$ cat src/rtl/npc_pkg.sv
package npc_pkg;

  typedef enum logic [2:0] {
    RSN_BOOT   = 3'd0,
    RSN_TRAP   = 3'd1,
    RSN_ERET   = 3'd2,
    RSN_MISP   = 3'd3,
    RSN_REPLAY = 3'd4,
    RSN_FLUSH  = 3'd5,
    RSN_PRED   = 3'd6,
    RSN_SEQ    = 3'd7
  } reason_e;

  typedef enum logic [1:0] {
    IC_OTHER  = 2'd0,
    IC_JALR   = 2'd1,
    IC_BRANCH = 2'd2,
    IC_RET    = 2'd3
  } iclass_e;

  typedef enum logic [1:0] {
    PS_BTB = 2'd0,
    PS_BHT = 2'd1,
    PS_RAS = 2'd2
  } predsrc_e;

  // One-hot source selects plus mode qualifiers, control -> datapath
  typedef struct packed {
    logic     selBoot;
    logic     selTrap;
    logic     selEret;
    logic     selMisp;
    logic     selReplay;
    logic     selFlush;
    logic     selPred;
    logic     selSeq;
    logic     trapSuper;
    logic     eretSuper;
    predsrc_e predSrc;
  } strobe_t;

endpackage

$ cat src/rtl/npc_ctrl.sv
module npc_ctrl
  import npc_pkg::*;
(
  input  logic       resetReq,
  input  logic [1:0] instrClass,
  input  logic       btbValid,
  input  logic       bhtValid,
  input  logic       bhtTaken,
  input  logic       rasValid,
  input  logic       mispValid,
  input  logic       replayValid,
  input  logic       trapReq,
  input  logic       trapToSuper,
  input  logic       mretReq,
  input  logic       sretReq,
  input  logic       flushValid,
  output strobe_t    strobes,
  output logic [2:0] reason,
  output logic       predTaken,
  output logic       cfInstr
);

  logic     predHit;
  predsrc_e predSrc;
  reason_e  rsn;

  // Per-class predictor lookup and control-flow marking
  always_comb begin
    predHit = 1'b0;
    predSrc = PS_BTB;
    cfInstr = 1'b0;
    unique case (iclass_e'(instrClass))
      IC_JALR: begin
        predHit = btbValid;
        predSrc = PS_BTB;
        cfInstr = btbValid;
      end
      IC_BRANCH: begin
        predHit = bhtValid & bhtTaken;
        predSrc = PS_BHT;
        cfInstr = bhtValid;
      end
      IC_RET: begin
        predHit = rasValid;
        predSrc = PS_RAS;
        cfInstr = 1'b1;
      end
      default: ;
    endcase
  end

  // Fixed-priority source arbitration
  always_comb begin
    if (resetReq)                rsn = RSN_BOOT;
    else if (trapReq)            rsn = RSN_TRAP;
    else if (mretReq | sretReq)  rsn = RSN_ERET;
    else if (mispValid)          rsn = RSN_MISP;
    else if (replayValid)        rsn = RSN_REPLAY;
    else if (flushValid)         rsn = RSN_FLUSH;
    else if (predHit)            rsn = RSN_PRED;
    else                         rsn = RSN_SEQ;
  end

  always_comb begin
    strobes           = '0;
    strobes.selBoot   = (rsn == RSN_BOOT);
    strobes.selTrap   = (rsn == RSN_TRAP);
    strobes.selEret   = (rsn == RSN_ERET);
    strobes.selMisp   = (rsn == RSN_MISP);
    strobes.selReplay = (rsn == RSN_REPLAY);
    strobes.selFlush  = (rsn == RSN_FLUSH);
    strobes.selPred   = (rsn == RSN_PRED);
    strobes.selSeq    = (rsn == RSN_SEQ);
    strobes.trapSuper = trapToSuper;
    strobes.eretSuper = ~mretReq;
    strobes.predSrc   = predSrc;
  end

  assign reason    = rsn;
  assign predTaken = (rsn == RSN_PRED);

endmodule

$ cat src/rtl/npc_dp.sv
module npc_dp
  import npc_pkg::*;
#(
  parameter int PcW = 32
) (
  input  strobe_t          strobes,
  input  logic [PcW-1:0]   bootAddr,
  input  logic [PcW-1:0]   fetchPc,
  input  logic             isCompressed,
  input  logic [PcW-1:0]   btbTarget,
  input  logic [PcW-1:0]   branchTarget,
  input  logic [PcW-1:0]   rasTarget,
  input  logic [PcW-1:0]   mispPc,
  input  logic [PcW-1:0]   replayPc,
  input  logic [PcW-1:0]   flushPc,
  input  logic [PcW-1:0]   mtvec,
  input  logic [PcW-1:0]   stvec,
  input  logic [PcW-1:0]   mepc,
  input  logic [PcW-1:0]   sepc,
  output logic [PcW-1:0]   nextPc
);

  localparam logic [PcW-1:0] AlignMask = ~PcW'(3);
  localparam logic [PcW-1:0] StepHalf  = PcW'(2);
  localparam logic [PcW-1:0] StepWord  = PcW'(4);

  logic [PcW-1:0] seqPc;
  logic [PcW-1:0] trapPc;
  logic [PcW-1:0] eretPc;
  logic [PcW-1:0] predPc;

  assign seqPc  = fetchPc + ((isCompressed & fetchPc[1]) ? StepHalf : StepWord);
  assign trapPc = (strobes.trapSuper ? stvec : mtvec) & AlignMask;
  assign eretPc = (strobes.eretSuper ? sepc : mepc) & AlignMask;

  always_comb begin
    unique case (strobes.predSrc)
      PS_BHT:  predPc = branchTarget;
      PS_RAS:  predPc = rasTarget;
      default: predPc = btbTarget;
    endcase
  end

  always_comb begin
    nextPc = seqPc;
    if (strobes.selBoot)        nextPc = bootAddr;
    else if (strobes.selTrap)   nextPc = trapPc;
    else if (strobes.selEret)   nextPc = eretPc;
    else if (strobes.selMisp)   nextPc = mispPc;
    else if (strobes.selReplay) nextPc = replayPc;
    else if (strobes.selFlush)  nextPc = flushPc;
    else if (strobes.selPred)   nextPc = predPc;
  end

endmodule

$ cat src/rtl/npc_select.sv
module npc_select
  import npc_pkg::*;
#(
  parameter int PcW = 32
) (
  input  logic             resetReq,
  input  logic [PcW-1:0]   bootAddr,
  input  logic [PcW-1:0]   fetchPc,
  input  logic [1:0]       instrClass,
  input  logic             isCompressed,
  input  logic             btbValid,
  input  logic [PcW-1:0]   btbTarget,
  input  logic             bhtValid,
  input  logic             bhtTaken,
  input  logic [PcW-1:0]   branchTarget,
  input  logic             rasValid,
  input  logic [PcW-1:0]   rasTarget,
  input  logic             mispValid,
  input  logic [PcW-1:0]   mispPc,
  input  logic             replayValid,
  input  logic [PcW-1:0]   replayPc,
  input  logic             trapReq,
  input  logic             trapToSuper,
  input  logic             mretReq,
  input  logic             sretReq,
  input  logic             flushValid,
  input  logic [PcW-1:0]   flushPc,
  input  logic [PcW-1:0]   mtvec,
  input  logic [PcW-1:0]   stvec,
  input  logic [PcW-1:0]   mepc,
  input  logic [PcW-1:0]   sepc,
  output logic [PcW-1:0]   nextPc,
  output logic [2:0]       reason,
  output logic             predTaken,
  output logic             cfInstr
);

  strobe_t strobes;

  npc_ctrl ctrlI (
    .resetReq    (resetReq),
    .instrClass  (instrClass),
    .btbValid    (btbValid),
    .bhtValid    (bhtValid),
    .bhtTaken    (bhtTaken),
    .rasValid    (rasValid),
    .mispValid   (mispValid),
    .replayValid (replayValid),
    .trapReq     (trapReq),
    .trapToSuper (trapToSuper),
    .mretReq     (mretReq),
    .sretReq     (sretReq),
    .flushValid  (flushValid),
    .strobes     (strobes),
    .reason      (reason),
    .predTaken   (predTaken),
    .cfInstr     (cfInstr)
  );

  npc_dp #(.PcW(PcW)) dpI (
    .strobes      (strobes),
    .bootAddr     (bootAddr),
    .fetchPc      (fetchPc),
    .isCompressed (isCompressed),
    .btbTarget    (btbTarget),
    .branchTarget (branchTarget),
    .rasTarget    (rasTarget),
    .mispPc       (mispPc),
    .replayPc     (replayPc),
    .flushPc      (flushPc),
    .mtvec        (mtvec),
    .stvec        (stvec),
    .mepc         (mepc),
    .sepc         (sepc),
    .nextPc       (nextPc)
  );

endmodule

$ cat config.mk
export PLATFORM = sky130hd
export DESIGN_NAME = npc_select
export DESIGN_NICKNAME = d
export VERILOG_FILES = /design/src/rtl/npc_pkg.sv /design/src/rtl/npc_ctrl.sv /design/src/rtl/npc_dp.sv /design/src/rtl/npc_select.sv
export SDC_FILE = /design/constraint.sdc
export NUM_CORES = 1
export LEC_CHECK = 0
export ABC_AREA = 1
export BUFFER_PORTS_ARGS = -buffer_cell sky130_fd_sc_hd__buf_2
export CORE_AREA = 2 2 170 172
export DETAILED_ROUTE_END_ITERATION = 10
export DIE_AREA = 0 0 172 174
export PLACE_DENSITY = 0.47
export SLEW_MARGIN = 20
export SYNTH_ARGS = -nofsm -noshare
export SYNTH_HDL_FRONTEND = slang
export SYNTH_HIERARCHICAL = 1
export SYNTH_SLANG_ARGS = --single-unit
$ cat constraint.sdc
create_clock -name vclk -period 3.4
set_clock_uncertainty 0.2 [all_clocks]
set_input_delay 0 -clock vclk [all_inputs]
set_output_delay 0 -clock vclk [all_outputs]
set_load 0.05 [all_outputs]
# Yosys cells after proc, flatten, opt, wreduce, memory -nomap -nowiden
# Cells that the tools add are included.
[word_totals]
reg_bits = 0
latch_bits = 0
ramBits = 0
mem_bits_ro = 0
in_bits = 399
out_inout_bits = 37
mem_count = 0
[classes]
n_addsub = 1
multipliers = 0
div = 0
n_lt_le_gt_ge = 0
n_eq_ne = 11
shifts = 0
muxes = 21
n_bitwise = 3
reduce_logical = 1
[op_table]
columns = ["cell", "n"]
rows = [
  ["32-bit two-way mux", 9],
  ["32-bit case mux with 2 select lines", 1],
  ["32-bit adder", 1],
  ["3-bit two-way mux", 7],
  ["3-bit == test, second input constant", 3],
  ["2-bit == test, second input constant", 3],
  ["3-bit by 2-bit == test with 1-bit output, second input constant", 2],
  ["1-bit case mux with 3 select lines", 2],
  ["2-bit by 1-bit == test with 1-bit output, second input constant", 2],
  ["2-bit case mux with 2 select lines", 1],
  ["3-bit by 1-bit == test with 1-bit output, second input constant", 1],
  ["3-bit zero test", 1],
  ["1-bit bitwise AND", 2],
  ["1-bit two-way mux", 1],
  ["1-bit bitwise OR", 1],
]

# Longest topological paths before layout
# Gate-level depths: netlist of the first run.
[logic_depth]
ltp_word = 17
ltp_mapped = 24
ltp_nobuf = 22

# By module
# Netlist of the first run, hierarchy kept.
[by_module_without_submodules]
columns = ["mod", "n_inst", "cells_per_inst", "area_each_um2"]
rows = [
  ["npc_dp", 1, 1057, 4672.0],
  ["npc_ctrl", 1, 46, 225.2],
]

# Worst setup path before layout of the first run
# Ideal clock, no wire load.
[synth_path]
kind = "input to output"
startpoint = "input sretReq"
endpoint = "output nextPc[13]"
arrival_time_ns = 3.698
t_required_ns = 3.200
slack_ns = -0.498
path_stages = 14
n_path_buf = 2
path_cell_list = "nor2_2 nand2_1 nor3_2 inv_1 nor2_1 buf_4 clkbuf_1 o21ai_0 a31o_2 nand3_1 nand2_1 a21oi_1 o21ai_0 a21oi_1"
[synth_via]
elab_chain_cells = 12
elab_cells_between_ends = 18
[synth_rtl]
columns = ["item", "line", "text"]
rows = [
  ["start, declared", "npc_select.sv:25", "input logic sretReq,"],
  ["1-bit bitwise OR", "npc_ctrl.sv:56", "else if (mretReq | sretReq) rsn = RSN_ERET;"],
  ["3-bit two-way mux", "npc_ctrl.sv:56", ""],
  ["3-bit two-way mux", "npc_ctrl.sv:55", "else if (trapReq) rsn = RSN_TRAP;"],
  ["3-bit two-way mux", "npc_ctrl.sv:54", "if (resetReq) rsn = RSN_BOOT;"],
  ["net reason[2]", "npc_select.sv:33", "output logic [2:0] reason,"],
  ["3-bit == test", "-", ""],
  ["net predTaken", "npc_select.sv:34", "output logic predTaken,"],
  ["32-bit two-way mux", "npc_dp.sv:52", "else if (strobes.selPred) nextPc = predPc;"],
  ["32-bit two-way mux", "npc_dp.sv:51", "else if (strobes.selFlush) nextPc = flushPc;"],
  ["32-bit two-way mux", "npc_dp.sv:50", "else if (strobes.selReplay) nextPc = replayPc;"],
  ["32-bit two-way mux", "npc_dp.sv:49", "else if (strobes.selMisp) nextPc = mispPc;"],
  ["32-bit two-way mux", "npc_dp.sv:48", "else if (strobes.selEret) nextPc = eretPc;"],
  ["32-bit two-way mux", "npc_dp.sv:47", "else if (strobes.selTrap) nextPc = trapPc;"],
  ["32-bit two-way mux", "npc_dp.sv:46", "if (strobes.selBoot) nextPc = bootAddr;"],
  ["end, declared", "npc_select.sv:32", "output logic [PcW-1:0] nextPc,"],
]
# The timed path passes the listed nets, and every way through them passes these cells.

==> results of run 1 <==
-- per-stage QoR --
| step | total power (W) | util |
|---|---|---|
| 3_5_place_dp | 0.00101 | 0.266 |
| 2_1_floorplan | 0.000575 | - |
| 4_1_cts | 0.00102 | 0.266 |
| 5_1_grt | 0.00111 | 0.266 |
| 3_3_place_gp | 0.00101 | 0.266 |
| 6_report | 0.00101 | 0.266 |
-- power groups by stage --
stage                     Sequential, W         Clock, W  Combinational, W
after global placement                0                0           0.00101
after global routing                  0  0.0000000000393           0.00111
after CTS                             0                0           0.00102
after floorplan                       0                0          0.000575
after detailed placement              0                0           0.00101
final                                 0  0.0000000000393           0.00101
-- routing by layer --
metal	part of all wire	vias up	global-route usage
li1	-	4285	-
met5	0.00084	-	0
met2	0.49	340	0.361
met1	0.43	3778	0.263
met3	0.065	36	0.0287
met4	0.019	4	0.0308
-- cell type report --
| class | count | share of cell area |
|---|---|---|
| Antenna cell | 1 | 0.000333 |
| Inverter | 49 | 0.0263 |
| Multi-Input combinational cell | 980 | 0.594 |
| Tap cell | 384 | 0.0639 |
| Timing Repair Buffer | 455 | 0.315 |
-- worst paths after layout --
| kind | to |
|---|---|
| setup / recovery | nextPc[2] |
| hold / removal | nextPc[8] |
==> impl_metrics.toml, run 1 <==
[run_status]
status = "completed"

[die]
die_h_um = 174
die_w_um = 172
core_area_um2 = 28200
start_util = 0.173
die_area_um2 = 29900
num_rows = 62
ioPinCount = 436

[global_routing]
overflow = 0
grt_pass1_vias = 8232
antenna_found_initial = 4
grt_pass1_wl_um = 46800
grt_max_degree = 42
grt.total_usage = 0.203

[cells_and_area]
stdcell_area_um2 = 7520
mostFrequentLayoutCells = "buf_2 (428), nand2_1 (398), nor2_1 (234), a21oi_1 (106), o21ai_0 (71)"
seqCellArea_um2 = 0
final.clkbuf_count = 0
fillCellCount = 3470
multi_input_area_um2 = 4470
final_common_cell = "buf_2"
final_cells = 1869
area_delta_synth_final_pct = 53.7
design.seq.count = 0
nets = 1890
layout-drive-gt1-share = 0.359

[place]
dp_hpwl_um = 27500
port_buffers = 428
gp_congestion = 0.917
placed_cell_area_um2 = 7520
post-place-ws_ns = 0.378
post-place-cells = 1868

[timing]
period_minus_slack_ns = 3.14
setup-tns-final_ns = 0
slew_viol_final = 0
grt_setup_unrepaired = "false"
period_share = 0.925
max_freq_ghz = 0.318
max_slew.worst_pin.slew_ns = 1.11
slew_headroom = 0.256
holdWs_ns = 0.236
setup_viol = 0
worst_slack_ns = 0.256
hold_viol_final = 0

[pwr]
leakagePower_nw = 4.14
clkPwrFrac = 0
power.switching_w = 0.000652
p_comb_frac = 1.000
p_int_w = 0.000361
peakVddDrop_v = 0.0000694
netSwitchingFraction = 0.644
p_per_area_nw_per_um2 = 135
seqPwrFrac = 0

[worst_setup_path]
critPathMaxFanout = 9
cp-start-kind = "input pin"
cp_num_buf_inv = 4
crit_slowest_cell = "o21ai_0"
worst_setup_path_end_kind = "primary output"
cp_slowest_stage_delay_ns = 0.53
crit_family = "simple AND/OR/NAND/NOR gates"
critPathLaunch = "instrClass[1]"
critPathArrivalTime_ns = 2.94
worst-path-stages = 23
crit_chain = "buf_2, inv_2, nor2_2, nand2_1, nand3_1, nand2_1, nand2_1, nand2_1, nand2_1, nand2_2, nand2_2, nand2_2, nor2_2, buf_4, o21ai_0, o21ai_0, nand2_1, nand2_1, nand2_1, o21ai_0, nand2_1, a21oi_2, buf_2"
critPathRequiredTime_ns = 3.20
criticalPathCategory = "input pin to primary output"
cpMostUsedCell = "nand2_1"

[routing]
antenna_left = 0
wl_per_cell_um = 17.1
drt-total-wl_um = 32000
drtIter0Drc = 481
remaining_drc_errors = 0
via_per_inst = 4.52
vias = 8443
first_pass_iters = 5

[synthesis]
mappedNetlistArea_um2 = 4890
synth_nets = 1506
syn_avg_cell_area_um2 = 4.44
ys_warn_count = 6
syn-instance-count = 1102

[run]
maxCapViolations = 0

[clocking]
hold_buffers = 0
postCtsSetupBuffers = 0
cts_resized = 0

[worst_hold_path]
hp-class = "input pin to primary output"
hold_depth = 4
hp-start = "bootAddr[8]"
Note: power is estimated with default switching activity, not from simulation.
==> run 2: changes to the inputs <==
SETUP_SLACK_MARGIN = 0.4   (was unset)
==> impl_metrics.toml, run 2 (synthesized netlist as in run 1, its figures left out) <==
[run_status]
status = "completed"

[pwr]
p_total_w = 0.00103
p_per_area_nw_per_um2 = 134
peakVddDrop_v = 0.0000915
leakagePower_nw = 4.19

[timing]
slew_viol_final = 0
grt_setup_unrepaired = "true"
period_minus_slack_ns = 2.79
hold_viol_final = 0
period_share = 0.821
max_slew.worst_pin.slew_ns = 1.00
setup-tns-final_ns = 0
slew_headroom = 0.326
setup_viol = 0
max_freq_ghz = 0.358

[cells_and_area]
final.clkbuf_count = 0
multi_input_area_um2 = 4530
mostFrequentLayoutCells = "buf_2 (416), nand2_1 (394), nor2_1 (234), a21oi_1 (105), o21ai_0 (69)"
nets = 1892
design.seq.count = 0
area_delta_synth_final_pct = 56.7
final_common_cell = "buf_2"
seqCellArea_um2 = 0
fillCellCount = 3426
layout-drive-gt1-share = 0.366

[worst_hold_path]
hp-class = "input pin to primary output"
hp-start = "bootAddr[15]"
holdPathEnd = "nextPc[15]"
hold_depth = 4

[global_routing]
antenna_found_initial = 6
grt_pass1_vias = 8281
overflow = 0
grt_max_degree = 36
grt_pass1_wl_um = 46500
grt.total_usage = 0.201

[place]
dp_hpwl_um = 27300
gp_congestion = 0.893
port_buffers = 428

[routing]
antenna_left = 0
vias = 8505
wl_per_cell_um = 17.0
remaining_drc_errors = 0
drtIter0Drc = 466
drt-total-wl_um = 31900
via_per_inst = 4.54
first_pass_iters = 5

[die]
ioPinCount = 436
num_rows = 62
die_w_um = 172
die_area_um2 = 29900
start_util = 0.173
core_area_um2 = 28200
die_h_um = 174

[worst_setup_path]
worst_setup_path_end_kind = "primary output"
critPathMaxFanout = 24
critPathArrivalTime_ns = 2.59
critPathRequiredTime_ns = 3.20
cp-start-kind = "input pin"
criticalPathCategory = "input pin to primary output"

[clocking]
hold_buffers = 0

[run]
maxCapViolations = 0
-- run 2: changes by cell type in the layout (fill, tap and decap cells not counted), moves of 3 or more --
cell      change
buf_2        -12
clkbuf_4      +6
buf_6         +4
nand2_1       -4
nand2_2       +4
nor2_2        -3
nor2_4        +3
-- run 2: worst max-delay path, cell delays in order --
cell and delay, ns:
buf_2 0.12, inv_2 0.04, nor2_2 0.12, nand2_1 0.07
nand3_1 0.07, nand2_1 0.05, nand2_1 0.05, nand2_1 0.04
nand2_1 0.06, nand2_2 0.06, nand2_2 0.08, nand2_2 0.09
nor2_4 0.23, clkinvlp_4 0.26, buf_12 0.22, nand3_1 0.19
nand3_1 0.17, a21oi_1 0.19, o22ai_1 0.09, nand2_1 0.08
a21oi_2 0.06, buf_2 0.22
-- run 2: how the worst max path moves through the flow --
stage / slack (ns) / endpoint / start
after CTS: 0.42 / nextPc[13] / instrClass[1]
final: 0.61 / nextPc[7] / instrClass[1]
after floorplan: 0.46 / nextPc[6] / sretReq
after global routing: 0.36 / nextPc[13] / instrClass[1]
after global placement: 0.45 / nextPc[24] / instrClass[0]
after detailed placement: 0.43 / nextPc[13] / instrClass[1]
-- run 2: area by class of cell --
class              count  share of cell area
well taps            384              0.0626
inverters             49              0.0263
repair buffers       457               0.320
diodes                 3            0.000979
multi-input cells    980               0.590
-- run 2: layer usage --
layer	global-route usage	routed length, um	up-vias
met2	0.357	15400	312
met1	0.259	13600	3844
li1	-	-	4301
met4	0.0389	705	6
met3	0.0287	2080	42
met5	0	32	-
-- run 2: per-stage QoR --
| stage | area [um2] | worst slack, ns | cells | util | hold slack (ns) |
|---|---|---|---|---|---|
| 2_1_floorplan | 5000 | 0.464 | 1102 | - | -0.129 |
| 3_3_place_gp | 7560 | 0.454 | 1866 | 0.268 | 0.234 |
| 3_5_place_dp | 7560 | 0.427 | 1866 | 0.268 | 0.230 |
| 4_1_cts | 7560 | 0.420 | 1866 | 0.268 | 0.234 |
| 5_1_grt | 7670 | 0.358 | 1872 | 0.272 | 0.228 |
| 6_report | 7670 | 0.608 | 1873 | 0.272 | 0.191 |
-- run 2: what timing repair did --
action / CTS / global route
buffers inserted: 0 / 4
resized for setup: 0 / 32
endpoints found under the setup margin: 0 / 25
-- run 2: report_power, final --
| part | switching (W) | internal (W) |
|---|---|---|
| sequential | 0 | 0 |
| combinational | 0.000650 | 0.000380 |
| clock | 0 | 0.000000000118 |
